===== config.mk =====
export PLATFORM = sky130hd
export DESIGN_NAME = iso_dio_regs
export DESIGN_NICKNAME = d
export VERILOG_FILES = /design/src/rtl/dio_pkg.sv /design/src/rtl/dio_sync.sv /design/src/rtl/dio_chg_detect.sv /design/src/rtl/dio_bus_decode.sv /design/src/rtl/iso_dio_regs.sv
export SDC_FILE = /design/constraint.sdc
export NUM_CORES = 1
export LEC_CHECK = 0
export BUFFER_PORTS_ARGS = -buffer_cell sky130_fd_sc_hd__buf_4
export CAP_MARGIN = 10
export CORE_ASPECT_RATIO = 1.75
export CORE_MARGIN = 2
export CORE_UTILIZATION = 45
export CTS_CLUSTER_SIZE = 14
export DETAILED_ROUTE_END_ITERATION = 8
export PLACE_DENSITY = 0.68
export SYNTH_ARGS = -nofsm -noshare
export SYNTH_HDL_FRONTEND = slang
export SYNTH_SLANG_ARGS = --single-unit

===== constraint.sdc =====
create_clock -name clk -period 1.3 [get_ports clk]
set_input_delay 0.195 -clock clk [delete_from_list [all_inputs] [get_ports clk]]
set_output_delay 0.195 -clock clk [all_outputs]
set_load 0.03 [all_outputs]

===== src/rtl/dio_pkg.sv =====
package dio_pkg;

    localparam int DIO_ADDR_W = 3;
    localparam int DIO_BYTE_W = 8;
    localparam int DIO_NGRP   = 2;
    localparam int DIO_NREG   = 1 << DIO_ADDR_W;
    localparam int DIO_PINS   = DIO_BYTE_W * DIO_NGRP;
    localparam int DIO_GRP_STRIDE = 4;

    typedef logic [DIO_ADDR_W-1:0] dio_addr_t;
    typedef logic [DIO_BYTE_W-1:0] dio_byte_t;

    localparam dio_addr_t OFS_IRQ_CTL = 3'd2;
    localparam dio_addr_t OFS_FILTER  = 3'd3;
    localparam dio_addr_t OFS_STATUS  = 3'd6;
    localparam dio_addr_t OFS_CLEAR   = 3'd1;

    typedef struct packed {
        logic [DIO_NREG-1:0] rd;
        logic [DIO_NREG-1:0] wr;
    } bus_acc_t;

    typedef struct packed {
        dio_byte_t [DIO_NGRP-1:0] outv;
        logic                     irq_en;
        logic                     filt;
        logic [DIO_NGRP-1:0]      pend;
    } dio_state_t;

    function automatic dio_addr_t out_ofs(input int g);
        return dio_addr_t'(g * DIO_GRP_STRIDE);
    endfunction

    function automatic dio_addr_t in_ofs(input int g);
        return dio_addr_t'(g * DIO_GRP_STRIDE + 1);
    endfunction

endpackage


===== src/rtl/dio_sync.sv =====
module dio_sync #(
    parameter int W      = 16,
    parameter int STAGES = 2
) (
    input  logic         clk,
    input  logic         rst_n,
    input  logic [W-1:0] din,
    output logic [W-1:0] dout
);

    logic [STAGES-1:0][W-1:0] chain_d, chain_q;

    always_comb begin
        chain_d[0] = din;
        for (int i = 1; i < STAGES; i++) begin
            chain_d[i] = chain_q[i-1];
        end
    end

    always_ff @(posedge clk or negedge rst_n) begin
        if (!rst_n) chain_q <= '0;
        else        chain_q <= chain_d;
    end

    assign dout = chain_q[STAGES-1];

endmodule


===== src/rtl/dio_chg_detect.sv =====
module dio_chg_detect #(
    parameter int W = 8
) (
    input  logic         clk,
    input  logic         rst_n,
    input  logic [W-1:0] cur,
    output logic         chg
);

    logic [W-1:0] prev_d, prev_q;

    always_comb begin
        prev_d = cur;
        chg    = |(cur ^ prev_q);
    end

    always_ff @(posedge clk or negedge rst_n) begin
        if (!rst_n) prev_q <= '0;
        else        prev_q <= prev_d;
    end

endmodule


===== src/rtl/dio_bus_decode.sv =====
module dio_bus_decode
    import dio_pkg::*;
(
    input  logic      clk,
    input  logic      rst_n,
    input  dio_addr_t bus_addr,
    input  logic      bus_rd,
    input  logic      bus_wr,
    output bus_acc_t  acc
);

    always_comb begin
        acc = '0;
        for (int i = 0; i < DIO_NREG; i++) begin
            acc.wr[i] = bus_wr && (bus_addr == dio_addr_t'(i));
            acc.rd[i] = bus_rd && !bus_wr && (bus_addr == dio_addr_t'(i));
        end
    end

    // a single access kind per cycle reaches the register file
    p_single_access_r11: assert property (@(posedge clk) disable iff (!rst_n)
        $onehot0({acc.rd, acc.wr}));

    p_write_wins_r11: assert property (@(posedge clk) disable iff (!rst_n)
        bus_wr |-> (acc.rd == '0));

endmodule


===== src/rtl/iso_dio_regs.sv =====
module iso_dio_regs
    import dio_pkg::*;
#(
    parameter int SYNC_STAGES = 2
) (
    input  logic                clk,
    input  logic                rst_n,
    input  logic [2:0]          bus_addr,
    input  logic                bus_rd,
    input  logic                bus_wr,
    input  logic [7:0]          bus_wdata,
    output logic [7:0]          bus_rdata,
    input  logic [15:0]         pin_in,
    output logic [15:0]         drv_out,
    output logic                filt_en,
    output logic                irq
);

    bus_acc_t            acc;
    logic [DIO_PINS-1:0] pin_s;
    logic [DIO_NGRP-1:0] grp_chg;
    dio_state_t          st_d, st_q;
    dio_byte_t           status;

    dio_bus_decode u_dec (
        .clk      (clk),
        .rst_n    (rst_n),
        .bus_addr (bus_addr),
        .bus_rd   (bus_rd),
        .bus_wr   (bus_wr),
        .acc      (acc)
    );

    dio_sync #(.W(DIO_PINS), .STAGES(SYNC_STAGES)) u_sync (
        .clk   (clk),
        .rst_n (rst_n),
        .din   (pin_in),
        .dout  (pin_s)
    );

    for (genvar g = 0; g < DIO_NGRP; g++) begin : g_grp
        dio_chg_detect #(.W(DIO_BYTE_W)) u_chg (
            .clk   (clk),
            .rst_n (rst_n),
            .cur   (pin_s[g*DIO_BYTE_W +: DIO_BYTE_W]),
            .chg   (grp_chg[g])
        );
    end

    // next-state logic
    always_comb begin
        st_d = st_q;
        for (int g = 0; g < DIO_NGRP; g++) begin
            if (acc.wr[out_ofs(g)]) st_d.outv[g] = bus_wdata;
        end
        if (acc.rd[OFS_IRQ_CTL]) st_d.irq_en = 1'b1;
        if (acc.wr[OFS_IRQ_CTL]) st_d.irq_en = 1'b0;
        if (acc.rd[OFS_FILTER])  st_d.filt   = 1'b1;
        if (acc.wr[OFS_FILTER])  st_d.filt   = 1'b0;
        for (int g = 0; g < DIO_NGRP; g++) begin
            if (acc.wr[OFS_CLEAR])             st_d.pend[g] = 1'b0;
            if (st_q.irq_en && grp_chg[g])     st_d.pend[g] = 1'b1;
        end
    end

    always_ff @(posedge clk or negedge rst_n) begin
        if (!rst_n) st_q <= '0;
        else        st_q <= st_d;
    end

    // outputs and read path
    always_comb begin
        irq     = st_q.irq_en && (|st_q.pend);
        filt_en = st_q.filt;
        drv_out = st_q.outv;
        status  = '0;
        status[DIO_NGRP-1:0] = st_q.pend;
        status[DIO_NGRP]     = irq;
    end

    always_comb begin
        bus_rdata = '0;
        if (bus_rd) begin
            for (int g = 0; g < DIO_NGRP; g++) begin
                if (bus_addr == out_ofs(g)) bus_rdata = st_q.outv[g];
                if (bus_addr == in_ofs(g))  bus_rdata = pin_s[g*DIO_BYTE_W +: DIO_BYTE_W];
            end
            if (bus_addr == OFS_STATUS) bus_rdata = status;
        end
    end

    // access type controls the interrupt enable
    p_rd_enables_r4: assert property (@(posedge clk) disable iff (!rst_n)
        (bus_rd && !bus_wr && bus_addr == OFS_IRQ_CTL) |=> st_q.irq_en);

    p_wr_disables_r4: assert property (@(posedge clk) disable iff (!rst_n)
        (bus_wr && bus_addr == OFS_IRQ_CTL) |=> !irq);

    // access type controls the filter enable
    p_filt_on_r5: assert property (@(posedge clk) disable iff (!rst_n)
        (bus_rd && !bus_wr && bus_addr == OFS_FILTER) |=> filt_en);

    p_filt_off_r5: assert property (@(posedge clk) disable iff (!rst_n)
        (bus_wr && bus_addr == OFS_FILTER) |=> !filt_en);

    // no flag appears while interrupts are off
    p_quiet_when_off_r7: assert property (@(posedge clk) disable iff (!rst_n)
        (!st_q.irq_en && st_q.pend == '0) |=> (st_q.pend == '0));

    // disable keeps the pending flags
    p_disable_keeps_r8: assert property (@(posedge clk) disable iff (!rst_n)
        (bus_wr && bus_addr == OFS_IRQ_CTL && st_q.pend != '0) |=> (st_q.pend != '0));

    // clear with no coincident change drops irq
    p_clear_r9: assert property (@(posedge clk) disable iff (!rst_n)
        (bus_wr && bus_addr == OFS_CLEAR && grp_chg == '0) |=> !irq);

    // outputs move only on writes to an output offset
    p_out_hold_r10: assert property (@(posedge clk) disable iff (!rst_n)
        !(bus_wr && (bus_addr == out_ofs(0) || bus_addr == out_ofs(1))) |=> $stable(drv_out));

endmodule


==> results by group <==
Status
  • Status: complete, but fails checks
  • Failing checks: negative setup slack

Power and ir drop
  • Leak Pwr: ~1.8 nW
  • Pwr/cell area: 1423 mW/mm²
  • Maximum vdd drop: ~1000 µV

Logic synthesis
  • Yosys cell types: 25
  • Synth Warn #: 0
  • Cell Area, Synth: around 0.0026 mm²
  • Syn_area_per_cell: between 10 and 15 µm²
  • Synthesized flop and latch total: 68
  • Sequential share of the synthesized area: between 60% and 70%
  • Cell count after synthesis: between 150 and 200
  • Post-Syn Nets: around 210

Min path
  • Hold Path End: drv_out[8]$_DFFE_PN0P_
  • WHS Path Cells: 2
  • Worst hold start: bus_wdata[0]
  • HP Class: in -> reg

Layout
  • Share of cells above drive strength 1: about half
  • Leading cell type in the layout, fill and taps excluded: buf_4
  • Fin util: a little under 70%
  • Most frequent cells in the layout: 87 x buf_4, 68 x dfrtp_1, 17 x dlygate4sd3_1, 16 x mux2_2, 14 x xnor2_1
  • Fillcell total: 451
  • Ant. Diodes: 0
  • Fin nets: about 320
  • Area Growth Syn to Fin: 44.17%
  • Filler-free cell count of the finished design: about 370

CTS
  • Clock transition time at the flip-flop clock pins of the worst setup and hold paths: roughly 0.070 ns
  • Num CTS Buffers: 9
  • Root buf cell: clkbuf_8
  • TritonCTS clock tree: yes
  • Total clock sinks: 68
  • H-Tree Depth: 3
  • Clk_lat worst skew: roughly 0.33 ns
  • Deepest clock path buffer count: 2

Die
  • Starting Density: 46.91%
  • Die height: between 100 and 150 µm
  • Site Rows: 36
  • Core area: 0.005585 mm²
  • Top Ports: 57
  • Die area: 0.006473 mm²
  • Die X: 61.68 µm

Global routing
  • Vias in the first global route: approximately 1800
  • First-pass GRT wire length: 8.666 mm
  • GR Util All Layers: between 10% and 20%
  • Initial antenna violation count: 0
  • Gr ovfl total: 0
  • Largest net degree at the start of global routing: ~70

Setup path
  • CP Data Required Time: roughly 1.1 ns
  • CP Cell Sequence: nor2b_1, o22ai_1, o22ai_1, o211a_1, buf_6
  • CP delay by family, top: compound AO/OA/AOI/OAI gates
  • Cells on worst reg2reg path: 5
  • Worst R2R Start: u_sync.dout[11]$_DFF_PN0_
  • CP max stage delay: between 0.3 and 0.4 ns
  • Critical path endpoint category: output port
  • CP startpoint: drv_out[0]$_DFFE_PN0P_
  • Crit path DAT: roughly 1.4 ns
  • Max Fanout on Critical Path: 2
  • Worst path slowest cell: dfrtp_1
  • Startpoint types: flip-flop
  • Most used cell, CP: o22ai_1
  • R2r endpoint: st_q[1]$_DFFE_PN0P_
  • Reg-to-reg slack, setup: 0.13 ns
  • Critical path class: reg -> out
  • Worst Path Buf+Inv: 1

STA
  • Worst hold margin: about 0.1 ns
  • Slew Viols, Final: 0
  • Worst Skew: 0.004838 ns
  • RSZ-0062 raised after global routing: true
  • Slew HR: 75.89%
  • Final hold violation count: 0
  • F_max: ~650 MHz
  • Crit path time final: 1.549 ns
  • Final setup margin: -0.2488 ns
  • Final worst-path cycle share: 119.1%
  • # setup viols final: 8
  • Worst-margin pin slew: ~0.36 ns

Routing
  • Routed WL: about 5.4 mm
  • Final ANT Viol Nets: 0
  • Vias/cell: about 4.7
  • First-pass iteration count of the detailed router: 4
  • DR iter-0 viols: 48
  • Vias: ~1700
  • DR WL/cell: around 15 µm
  • Remaining DRCs: 0

Placed design
  • Gpl congestion: 0.8355
  • PortBufs: 56
  • DP HPWL: 3.603 mm
  • Placed cells: ~310

Run
  • Max cap viols: 0
[cell usage after synthesis, drive strengths merged]
cell type | count | share of area (%)
dfrtp | 68 | 65
buf | 21 | 5.8
mux2 | 16 | 6.9
xnor2 | 16 | 5.3
mux2i | 13 | 5.0
o22ai | 6 | 1.4
nand2 | 5 | 0.72
nor2 | 5 | 0.72
o22a | 5 | 1.7
a31oi | 4 | 0.95
nand4 | 4 | 0.95
nor2b | 4 | 0.95
o211a | 3 | 1.1
nand2b | 2 | 0.48
o21ai | 2 | 0.38
clkbuf | 1 | 0.14
inv | 1 | 0.14
nand3 | 1 | 0.19
nor4b | 1 | 0.91
nor4bb | 1 | 0.38
o21a | 1 | 0.29
or2 | 1 | 0.24
or4b | 1 | 0.38
[registers in the layout, indices dropped and copies added, names as in the netlist]
| signal | cells |
|---|---|
| filt_en | 1 |
| u_sync.chain_d | 16 |
| g_grp.u_chg.prev_q | 16 |
| u_sync.dout | 16 |
| st_q | 3 |
| drv_out | 16 |
[stage by stage]
step                total power (W)   TNS, ns  setup slack (ns)  area [µm²]
floorplan                  0.003238  -0.05312          -0.02656        2648
global placement           0.003566    -2.101           -0.1392        3189
detailed placement         0.003579    -2.161           -0.1350        3189
CTS                        0.005379    -1.659           -0.2909        3719
global route               0.005640    -2.150           -0.3558        3777
finish                     0.005376    -1.384           -0.2488        3777
[how the worst max path moves through the flow]
stage,to,slack (ns),depth (start not counted)
2_1_floorplan,bus_rdata[5],-0.03,4
3_3_place_gp,drv_out[1]$_DFFE_PN0P_,-0.14,5
3_5_place_dp,bus_rdata[0],-0.14,6
4_1_cts,bus_rdata[0],-0.29,5
5_1_grt,bus_rdata[2],-0.36,5
6_report,bus_rdata[0],-0.25,5
[worst reg2reg max path, stage by stage, from the launching register on]
cell and delay, ns:
dfrtp_1 0.38, buf_4 0.14, xnor2_1 0.15, nand4_1 0.18, o21ai_2 0.16, nand2_1 0.06
[what timing repair did]
| item | 4_1_cts | 5_1_grt |
|---|---|---|
| hold buffers | 17 | 0 |
| hold endpoints to repair | 84 | 0 |
| gates resized for setup | 9 | 7 |
| setup buffers | 19 | 5 |
| pin swaps | 8 | 9 |
| setup endpoints to repair | 9 | 10 |
[layout make-up]
| class | count | area [µm²] | share of cell area, % |
|---|---|---|---|
| Clock buffer | 13 | 148.9 | 3.942 |
| Clock inverter | 2 | 35.03 | 0.9275 |
| Inverter | 1 | 3.754 | 0.09937 |
| Multi-Input combinational cell | 91 | 817.0 | 21.63 |
| Sequential cell | 68 | 1702 | 45.05 |
| Tap cell | 76 | 95.09 | 2.517 |
| Timing Repair Buffer | 116 | 975.9 | 25.84 |
[routing by layer]
metal / part of all wire [%] / global-route usage (%)
met1: 40 / 23.15
met2: 55 / 30.68
met4: 1.3 / 7.295
met5: 0 / 0
met3: 3.9 / 5.941
[logic make-up (layout without fill, tap and decap cells)]
kind of cell	Yosys count	after routing	share of synthesized area [%]
muxes	29	29	11.84
buffers and inverters	23	132	6.065
xor gates and xnor gates	16	16	5.348
and+or+nand+nor	25	25	5.921
DFF	68	68	64.95
AOI/OAI and AO/OA	21	21	5.874
[power by group]
part	internal (W)	switching [W]	leakage, nW
clock	0.000927	0.000704	0.0935
sequential	0.00232	0.000123	0.794
combinational	0.000668	0.000634	0.879
total	0.00391	0.00146	1.77
No activity file was read; power rests on OpenSTA's default activity.
